--- config.mk ---
export PLATFORM = sky130hd
export DESIGN_NAME = gpio_irq_bank
export DESIGN_NICKNAME = d
export VERILOG_FILES = /design/src/rtl/gpio_irq_pkg.sv /design/src/rtl/gpio_sync2.sv /design/src/rtl/gpio_level_detect.sv /design/src/rtl/gpio_edge_event.sv /design/src/rtl/gpio_irq_bank.sv
export SDC_FILE = /design/constraint.sdc
export NUM_CORES = 1
export LEC_CHECK = 0
export ABC_AREA = 1
export BUFFER_PORTS_ARGS = -buffer_cell sky130_fd_sc_hd__buf_2
export CAP_MARGIN = 25
export CORE_MARGIN = 3
export CORE_UTILIZATION = 58
export CTS_CLUSTER_DIAMETER = 100
export DETAILED_ROUTE_END_ITERATION = 12
export HOLD_SLACK_MARGIN = 0.05
export PLACE_DENSITY = 0.83
export SYNTH_ARGS = -nofsm -noshare
export SYNTH_HDL_FRONTEND = slang
export SYNTH_SLANG_ARGS = --single-unit
--- constraint.sdc ---
create_clock -name clk -period 3.3 [get_ports clk]
set_input_delay 0.165 -clock clk [delete_from_list [all_inputs] [get_ports clk]]
set_output_delay 0.165 -clock clk [all_outputs]
set_load 0.05 [all_outputs]
--- src/rtl/gpio_irq_pkg.sv ---
package gpio_irq_pkg;

  localparam int unsigned BUS_W = 32;

  // byte offsets decoded by the bank
  localparam logic [7:0] OFF_TOP_STAT = 8'h00;
  localparam logic [7:0] OFF_TOP_MASK = 8'h04;
  localparam logic [7:0] OFF_DIN      = 8'h40;
  localparam logic [7:0] OFF_DOUT     = 8'h44;
  localparam logic [7:0] OFF_DIR      = 8'h48;
  localparam logic [7:0] OFF_LVL_POL  = 8'h50;
  localparam logic [7:0] OFF_LVL_MASK = 8'h54;
  localparam logic [7:0] OFF_EVT      = 8'h58;
  localparam logic [7:0] OFF_EVT_MASK = 8'h5C;
  localparam logic [7:0] OFF_EVT_POL  = 8'h64;

  typedef enum logic [3:0] {
    SEL_NONE,
    SEL_TOP_STAT,
    SEL_TOP_MASK,
    SEL_DIN,
    SEL_DOUT,
    SEL_DIR,
    SEL_LVL_POL,
    SEL_LVL_MASK,
    SEL_EVT,
    SEL_EVT_MASK,
    SEL_EVT_POL
  } reg_sel_e;

  function automatic reg_sel_e decode_offset(input logic [7:0] off);
    reg_sel_e s;
    case (off)
      OFF_TOP_STAT: s = SEL_TOP_STAT;
      OFF_TOP_MASK: s = SEL_TOP_MASK;
      OFF_DIN:      s = SEL_DIN;
      OFF_DOUT:     s = SEL_DOUT;
      OFF_DIR:      s = SEL_DIR;
      OFF_LVL_POL:  s = SEL_LVL_POL;
      OFF_LVL_MASK: s = SEL_LVL_MASK;
      OFF_EVT:      s = SEL_EVT;
      OFF_EVT_MASK: s = SEL_EVT_MASK;
      OFF_EVT_POL:  s = SEL_EVT_POL;
      default:      s = SEL_NONE;
    endcase
    return s;
  endfunction

  // active when the pin differs from the programmed idle level
  function automatic logic [BUS_W-1:0] level_hit(input logic [BUS_W-1:0] din,
                                                 input logic [BUS_W-1:0] pol,
                                                 input logic [BUS_W-1:0] msk);
    return (din ^ pol) & msk;
  endfunction

  // a change whose new value differs from the polarity bit:
  // pol 0 -> new value 1 (rise), pol 1 -> new value 0 (fall)
  function automatic logic [BUS_W-1:0] edge_hit(input logic [BUS_W-1:0] cur,
                                                input logic [BUS_W-1:0] prev,
                                                input logic [BUS_W-1:0] pol);
    return (cur ^ prev) & (cur ^ pol);
  endfunction

endpackage

--- src/rtl/gpio_sync2.sv ---
module gpio_sync2 #(
  parameter int unsigned W = 8
) (
  input  logic         clk,
  input  logic         rst_n,
  input  logic [W-1:0] async_i,
  output logic [W-1:0] sync_o
);

  logic [W-1:0] stage1_q;
  logic [W-1:0] stage2_q;

  always_ff @(posedge clk or negedge rst_n) begin
    if (!rst_n) begin
      stage1_q <= '0;
      stage2_q <= '0;
    end else begin
      stage1_q <= async_i;
      stage2_q <= stage1_q;
    end
  end

  assign sync_o = stage2_q;

endmodule

--- src/rtl/gpio_level_detect.sv ---
module gpio_level_detect
  import gpio_irq_pkg::*;
#(
  parameter int unsigned N = 8
) (
  input  logic [N-1:0] din_i,
  input  logic [N-1:0] pol_i,
  input  logic [N-1:0] msk_i,
  output logic [N-1:0] pend_o
);

  logic [BUS_W-1:0] din_w;
  logic [BUS_W-1:0] pol_w;
  logic [BUS_W-1:0] msk_w;
  logic [BUS_W-1:0] hit_w;

  assign din_w  = BUS_W'(din_i);
  assign pol_w  = BUS_W'(pol_i);
  assign msk_w  = BUS_W'(msk_i);
  assign hit_w  = level_hit(din_w, pol_w, msk_w);
  assign pend_o = hit_w[N-1:0];

endmodule

--- src/rtl/gpio_edge_event.sv ---
module gpio_edge_event
  import gpio_irq_pkg::*;
#(
  parameter int unsigned N = 8
) (
  input  logic         clk,
  input  logic         rst_n,
  input  logic [N-1:0] cur_i,
  input  logic [N-1:0] pol_i,
  input  logic [N-1:0] clr_i,
  input  logic [N-1:0] msk_i,
  output logic [N-1:0] ev_o,
  output logic [N-1:0] pend_o
);

  logic [N-1:0]     prev_q;
  logic [N-1:0]     ev_q;
  logic [N-1:0]     cap;
  logic [BUS_W-1:0] cap_w;

  always_ff @(posedge clk or negedge rst_n) begin
    if (!rst_n) prev_q <= '0;
    else        prev_q <= cur_i;
  end

  assign cap_w = edge_hit(BUS_W'(cur_i), BUS_W'(prev_q), BUS_W'(pol_i));
  assign cap   = cap_w[N-1:0];

  // one sticky flop per pin: capture has priority over the clear
  for (genvar i = 0; i < N; i++) begin : g_evt
    always_ff @(posedge clk or negedge rst_n) begin
      if (!rst_n)        ev_q[i] <= 1'b0;
      else if (cap[i])   ev_q[i] <= 1'b1;
      else if (clr_i[i]) ev_q[i] <= 1'b0;
    end
  end

  assign ev_o   = ev_q;
  assign pend_o = ev_q & msk_i;

  AST_EVT_STICKY: assert property (@(posedge clk) disable iff (!rst_n)
    1'b1 |=> ((ev_q & $past(ev_q & ~clr_i)) == $past(ev_q & ~clr_i)));
  AST_EDGE_WINS: assert property (@(posedge clk) disable iff (!rst_n)
    (|cap) |=> ((ev_q & $past(cap)) == $past(cap)));
  AST_NO_SPURIOUS_EVT: assert property (@(posedge clk) disable iff (!rst_n)
    1'b1 |=> ((ev_q & ~$past(ev_q) & ~$past(cap)) == '0));

endmodule

--- src/rtl/gpio_irq_bank.sv ---
module gpio_irq_bank
  import gpio_irq_pkg::*;
#(
  parameter int unsigned PINS   = 8,
  parameter int unsigned ADDR_W = 8
) (
  input  logic              clk,
  input  logic              rst_n,
  input  logic [ADDR_W-1:0] bus_addr,
  input  logic              bus_we,
  input  logic [31:0]       bus_wdata,
  output logic [31:0]       bus_rdata,
  input  logic [PINS-1:0]   pin_in,
  output logic [PINS-1:0]   pin_out,
  output logic [PINS-1:0]   pin_oe,
  output logic              irq_out
);

  localparam int unsigned HI_W = (ADDR_W > 8) ? ADDR_W - 8 : 1;

  reg_sel_e        sel;
  logic            hi_zero;
  logic [PINS-1:0] wdat;

  logic [PINS-1:0] dout_q, dir_q, lvl_pol_q, lvl_msk_q, evt_msk_q, evt_pol_q;
  logic            top_msk_q;

  logic [PINS-1:0] pin_sync;
  logic [PINS-1:0] lvl_pend;
  logic [PINS-1:0] evt_q;
  logic [PINS-1:0] evt_pend;
  logic [PINS-1:0] evt_clr;
  logic [PINS-1:0] pin_pend;
  logic            any_pend;
  logic            wr_dir;

  // decode: offsets above the byte range are unmapped
  generate
    if (ADDR_W > 8) begin : g_hi
      assign hi_zero = (bus_addr[ADDR_W-1:8] == HI_W'(0));
    end else begin : g_nohi
      assign hi_zero = 1'b1;
    end
  endgenerate

  assign sel  = hi_zero ? decode_offset(bus_addr[7:0]) : SEL_NONE;
  assign wdat = bus_wdata[PINS-1:0];

  assign wr_dir  = bus_we && (sel == SEL_DIR);
  assign evt_clr = (bus_we && (sel == SEL_EVT)) ? wdat : '0;

  always_ff @(posedge clk or negedge rst_n) begin
    if (!rst_n) begin
      dout_q    <= '0;
      dir_q     <= '0;
      lvl_pol_q <= '0;
      lvl_msk_q <= '0;
      evt_msk_q <= '0;
      evt_pol_q <= '0;
      top_msk_q <= 1'b0;
    end else if (bus_we) begin
      case (sel)
        SEL_DOUT:     dout_q    <= wdat;
        SEL_DIR:      dir_q     <= wdat;
        SEL_LVL_POL:  lvl_pol_q <= wdat;
        SEL_LVL_MASK: lvl_msk_q <= wdat;
        SEL_EVT_MASK: evt_msk_q <= wdat;
        SEL_EVT_POL:  evt_pol_q <= wdat;
        SEL_TOP_MASK: top_msk_q <= bus_wdata[0];
        default:      ;
      endcase
    end
  end

  gpio_sync2 #(.W(PINS)) u_sync (
    .clk     (clk),
    .rst_n   (rst_n),
    .async_i (pin_in),
    .sync_o  (pin_sync)
  );

  gpio_level_detect #(.N(PINS)) u_level (
    .din_i  (pin_sync),
    .pol_i  (lvl_pol_q),
    .msk_i  (lvl_msk_q),
    .pend_o (lvl_pend)
  );

  gpio_edge_event #(.N(PINS)) u_edge (
    .clk    (clk),
    .rst_n  (rst_n),
    .cur_i  (pin_sync),
    .pol_i  (evt_pol_q),
    .clr_i  (evt_clr),
    .msk_i  (evt_msk_q),
    .ev_o   (evt_q),
    .pend_o (evt_pend)
  );

  assign pin_pend = lvl_pend | evt_pend;
  assign any_pend = |pin_pend;
  assign irq_out  = any_pend & top_msk_q;
  assign pin_out  = dout_q;
  assign pin_oe   = dir_q;

  always_comb begin
    case (sel)
      SEL_TOP_STAT: bus_rdata = {31'b0, any_pend};
      SEL_TOP_MASK: bus_rdata = {31'b0, top_msk_q};
      SEL_DIN:      bus_rdata = BUS_W'(pin_sync);
      SEL_DOUT:     bus_rdata = BUS_W'(dout_q);
      SEL_DIR:      bus_rdata = BUS_W'(dir_q);
      SEL_LVL_POL:  bus_rdata = BUS_W'(lvl_pol_q);
      SEL_LVL_MASK: bus_rdata = BUS_W'(lvl_msk_q);
      SEL_EVT:      bus_rdata = BUS_W'(evt_q);
      SEL_EVT_MASK: bus_rdata = BUS_W'(evt_msk_q);
      SEL_EVT_POL:  bus_rdata = BUS_W'(evt_pol_q);
      default:      bus_rdata = '0;
    endcase
  end

  AST_IRQ_GATED: assert property (@(posedge clk) disable iff (!rst_n)
    irq_out |-> top_msk_q);
  AST_IRQ_HAS_SOURCE: assert property (@(posedge clk) disable iff (!rst_n)
    irq_out |-> ((lvl_pend | evt_pend) != '0));
  AST_DIR_HOLDS: assert property (@(posedge clk) disable iff (!rst_n)
    !wr_dir |=> $stable(pin_oe));
  AST_UNMAPPED_ZERO: assert property (@(posedge clk) disable iff (!rst_n)
    (sel == SEL_NONE) |-> (bus_rdata == 32'd0));

endmodule

==> results.ini <==
[detailed_routing]
via_count = 3752
routed_len_inst_um = 15.3
drtAntennaViolNets = 0
post_drt_via_cell_ratio = 5.62
total_routed_wirelength_mm = 10.2
drt_pre_antenna_iters = 5
detailedRoute.firstIterationViolations = 353
detail_route.drc_violations = 0

[layout]
layout.cell_area.non_filler_um2 = 4810
layout-drive-gt1-share_pct = 21.0
antennaDiodeCount = 0
fin_nets = 618
final_cell_mix = sky130_fd_sc_hd__nand2_1, sky130_fd_sc_hd__dfrtp_1, sky130_fd_sc_hd__inv_1
final_common_cell = sky130_fd_sc_hd__nand2_1
area_delta_synth_final_pct = 11.8
nFillCells = 589

[sta]
setup_tns_ps = 0
clock_period_minus_worst_slack_ps = 2170
skew_ps = 10.0
hold_viol_final = 0
fmax_mhz = 461
rsz0062_at_grt = no
fin_crit_share_pct = 65.7
least_margin_pin_slew_ps = 828
hold_ws_ps = 83.0
timing_max_transition_violations_final = 0
setup_ws_ps = 1130
maxSlewHeadroom_pct = 44.7
report.final.setup_viol = 0

[global_routing]
global_route.overflow_total = 0
grt_first_pass_wirelength_mm = 16.6
grt.total_usage_pct = 24.9
grt_max_degree = 82
antenna_found_initial = 0
grt_pass1_vias = 3495

[synthesis]
synth_sequential_area_ratio_pct = 47.1
synth_enable_flop_cells = 0
synthFlopType = sky130_fd_sc_hd__dfrtp_1
synthesis.area_per_instance_um2 = 8.44
yosysWarningCount = 0
synthArstFlopShare_pct = 100
synthDistinctLibCells = 32
post_synth_instance_area_um2 = 4310
synth.ff_latch_count = 81
netlist_instances = 510

[setup_path]
crit_path_max_fanout = 17
timing.critical_path.arrival_ps = 2000
timing.critical_path.to_type = output pin
critical-path-top-delay-family = simple AND/OR/NAND/NOR gates
worstPathCellList = buf_2 -> nand2_2 -> nor2_1 -> nand2_2 -> nand3_2 -> nor2_4 -> nand4_1 -> nand2_1 -> nor2_1 -> nand2_1 -> buf_2
crit_type = input port to output pin
cp_slowest_stage_delay_ps = 410
cp.buffers_inverters = 2
worst_setup_path_start_kind = input port
slowest_stage = sky130_fd_sc_hd__nor2_4
worst-endpoint-required_ps = 3130

[floorplanning]
start_util_pct = 61.7
io-pin-count = 100
floorplan.die.width_um = 92.2
core_region_area_um2 = 6980
row_count = 30
die_h_um = 92.2
fp.dieArea_um2 = 8500

[cts]
cts-root-buf = sky130_fd_sc_hd__clkbuf_8
skew_pair_late_insertion_delay_ps = 350
cts_repair_resize_count = 0
cts_setup_buffers = 0
cts_tree = built
clk_path_buf_depth = 2
worst_setup_hold_path_clk_slew_ps = 80
h-tree-depth = 3
numCtsBuffers = 9
clock_sink_count = 81

[placed_design]
dp_hpwl_mm = 6.72
detailed_place.area_um2 = 4480
placement.setup.worst_slack_ps = 1150
place.gp.congestion = 0.854
portBuffers = 51

[power_and_ir_drop]
power.leakage_nw = 2.55
post-layout-total-power_w = 0.00226
ir_drop_uv = 349
power_per_cell_area_nw_per_um2 = 470

[job]
max_cap_violations = 0

[run_status]
status = complete, no violations

[hold_path]
worstHoldPathType = input port to register

-- layout make-up --
class	instances	area, µm²	share of cell area (%)
Clock buffer	10	128	2.65
Clock inverter	6	90.1	1.87
Inverter	63	236	4.91
Multi-Input combinational cell	351	1840	38.2
Sequential cell	81	2030	42.1
Tap cell	96	120	2.50
Timing Repair Buffer	61	375	7.80
-- logic make-up after synthesis --
| kind of cell | synth area share, % |
|---|---|
| other | 0.0871 |
| flip-flops | 47.1 |
| buffers and inverters | 12.3 |
| AO/OA/AOI/OAI | 10.6 |
| AND/OR/NAND/NOR | 29.9 |
-- sequential cells by signal, summed over array words and instances, names as in the netlist --
signal,flops
evt_pol_q,8
u_edge.ev_o,8
pin_out,8
pin_oe,8
u_edge.prev_q,8
top_msk_q,1
u_sync.stage1_q,8
evt_msk_q,8
lvl_msk_q,8
lvl_pol_q,8
u_sync.sync_o,8
-- repair_timing --
item                                   in CTS  in global routing
hold buffers                                9                  0
endpoints found under the hold margin      89                  0
setup endpoints to repair                   0                  0
-- layer usage --
metal / vias up / routed length, µm / track usage (%)
li1: 1737 / - / -
met2: 217 / 4900 / 39.1
met1: 1770 / 4050 / 33.6
met4: 0 / 292 / 13.2
met5: - / 0 / 0
met3: 28 / 996 / 3.36
-- cell usage after synthesis (2+ instances only) --
cell type / count / area share, %
sky130_fd_sc_hd__a21oi_1: 9 / 1.0
sky130_fd_sc_hd__buf_2: 3 / 0.35
sky130_fd_sc_hd__buf_4: 27 / 4.7
sky130_fd_sc_hd__buf_6: 6 / 1.6
sky130_fd_sc_hd__clkbuf_1: 2 / 0.17
sky130_fd_sc_hd__dfrtp_1: 81 / 47
sky130_fd_sc_hd__inv_1: 56 / 4.9
sky130_fd_sc_hd__inv_2: 7 / 0.61
sky130_fd_sc_hd__nand2_1: 135 / 12
sky130_fd_sc_hd__nand2_2: 7 / 1.0
sky130_fd_sc_hd__nand2_4: 3 / 0.78
sky130_fd_sc_hd__nand3_1: 15 / 1.7
sky130_fd_sc_hd__nand3_4: 2 / 0.81
sky130_fd_sc_hd__nand4_1: 34 / 4.9
sky130_fd_sc_hd__nand4_4: 3 / 1.5
sky130_fd_sc_hd__nor2_1: 31 / 2.7
sky130_fd_sc_hd__nor2_2: 4 / 0.58
sky130_fd_sc_hd__nor2_4: 6 / 1.6
sky130_fd_sc_hd__nor3_1: 8 / 0.93
sky130_fd_sc_hd__o21ai_0: 31 / 3.6
sky130_fd_sc_hd__o21ai_2: 16 / 3.3
sky130_fd_sc_hd__o22ai_1: 14 / 2.0
-- through the flow --
stage                     util, %  instances
final                        68.9        668
after global routing         68.9        668
after CTS                    68.5        667
after detailed placement     64.1        642
after global placement       64.1        642
after floorplan                 -        533
-- worst min-delay path: stages --
cell                      delay (ps)
sky130_fd_sc_hd__buf_2           120
sky130_fd_sc_hd__nand2_1          50
sky130_fd_sc_hd__o21ai_0          60
-- where the power goes --
part	switching, W	internal (W)	total, W
registers	0.0000428	0.00105	0.00110
clock network	0.000369	0.000429	0.000798
logic	0.000283	0.0000836	0.000367
-- path summary, 6_finish.rpt --
check                      slack (ps)  cells after the start                         start                         end
min reg2reg                       350                      0  u_sync.stage1_q[6]$_DFF_PN0_  u_sync.sync_o[6]$_DFF_PN0_
min                                80                      3                  bus_wdata[0]       pin_oe[0]$_DFFE_PN0P_
max                              1130                     11                   bus_addr[6]                bus_rdata[5]
max in group asynchronous        2570                      3                         rst_n    lvl_msk_q[0]$_DFFE_PN0P_
max reg2reg                      2400                      4    u_sync.sync_o[0]$_DFF_PN0_  u_edge.ev_o[0]$_DFFE_PN0P_
min in group asynchronous         160                      2                         rst_n  u_edge.prev_q[1]$_DFF_PN0_
(Power assumes the default switching activity.)
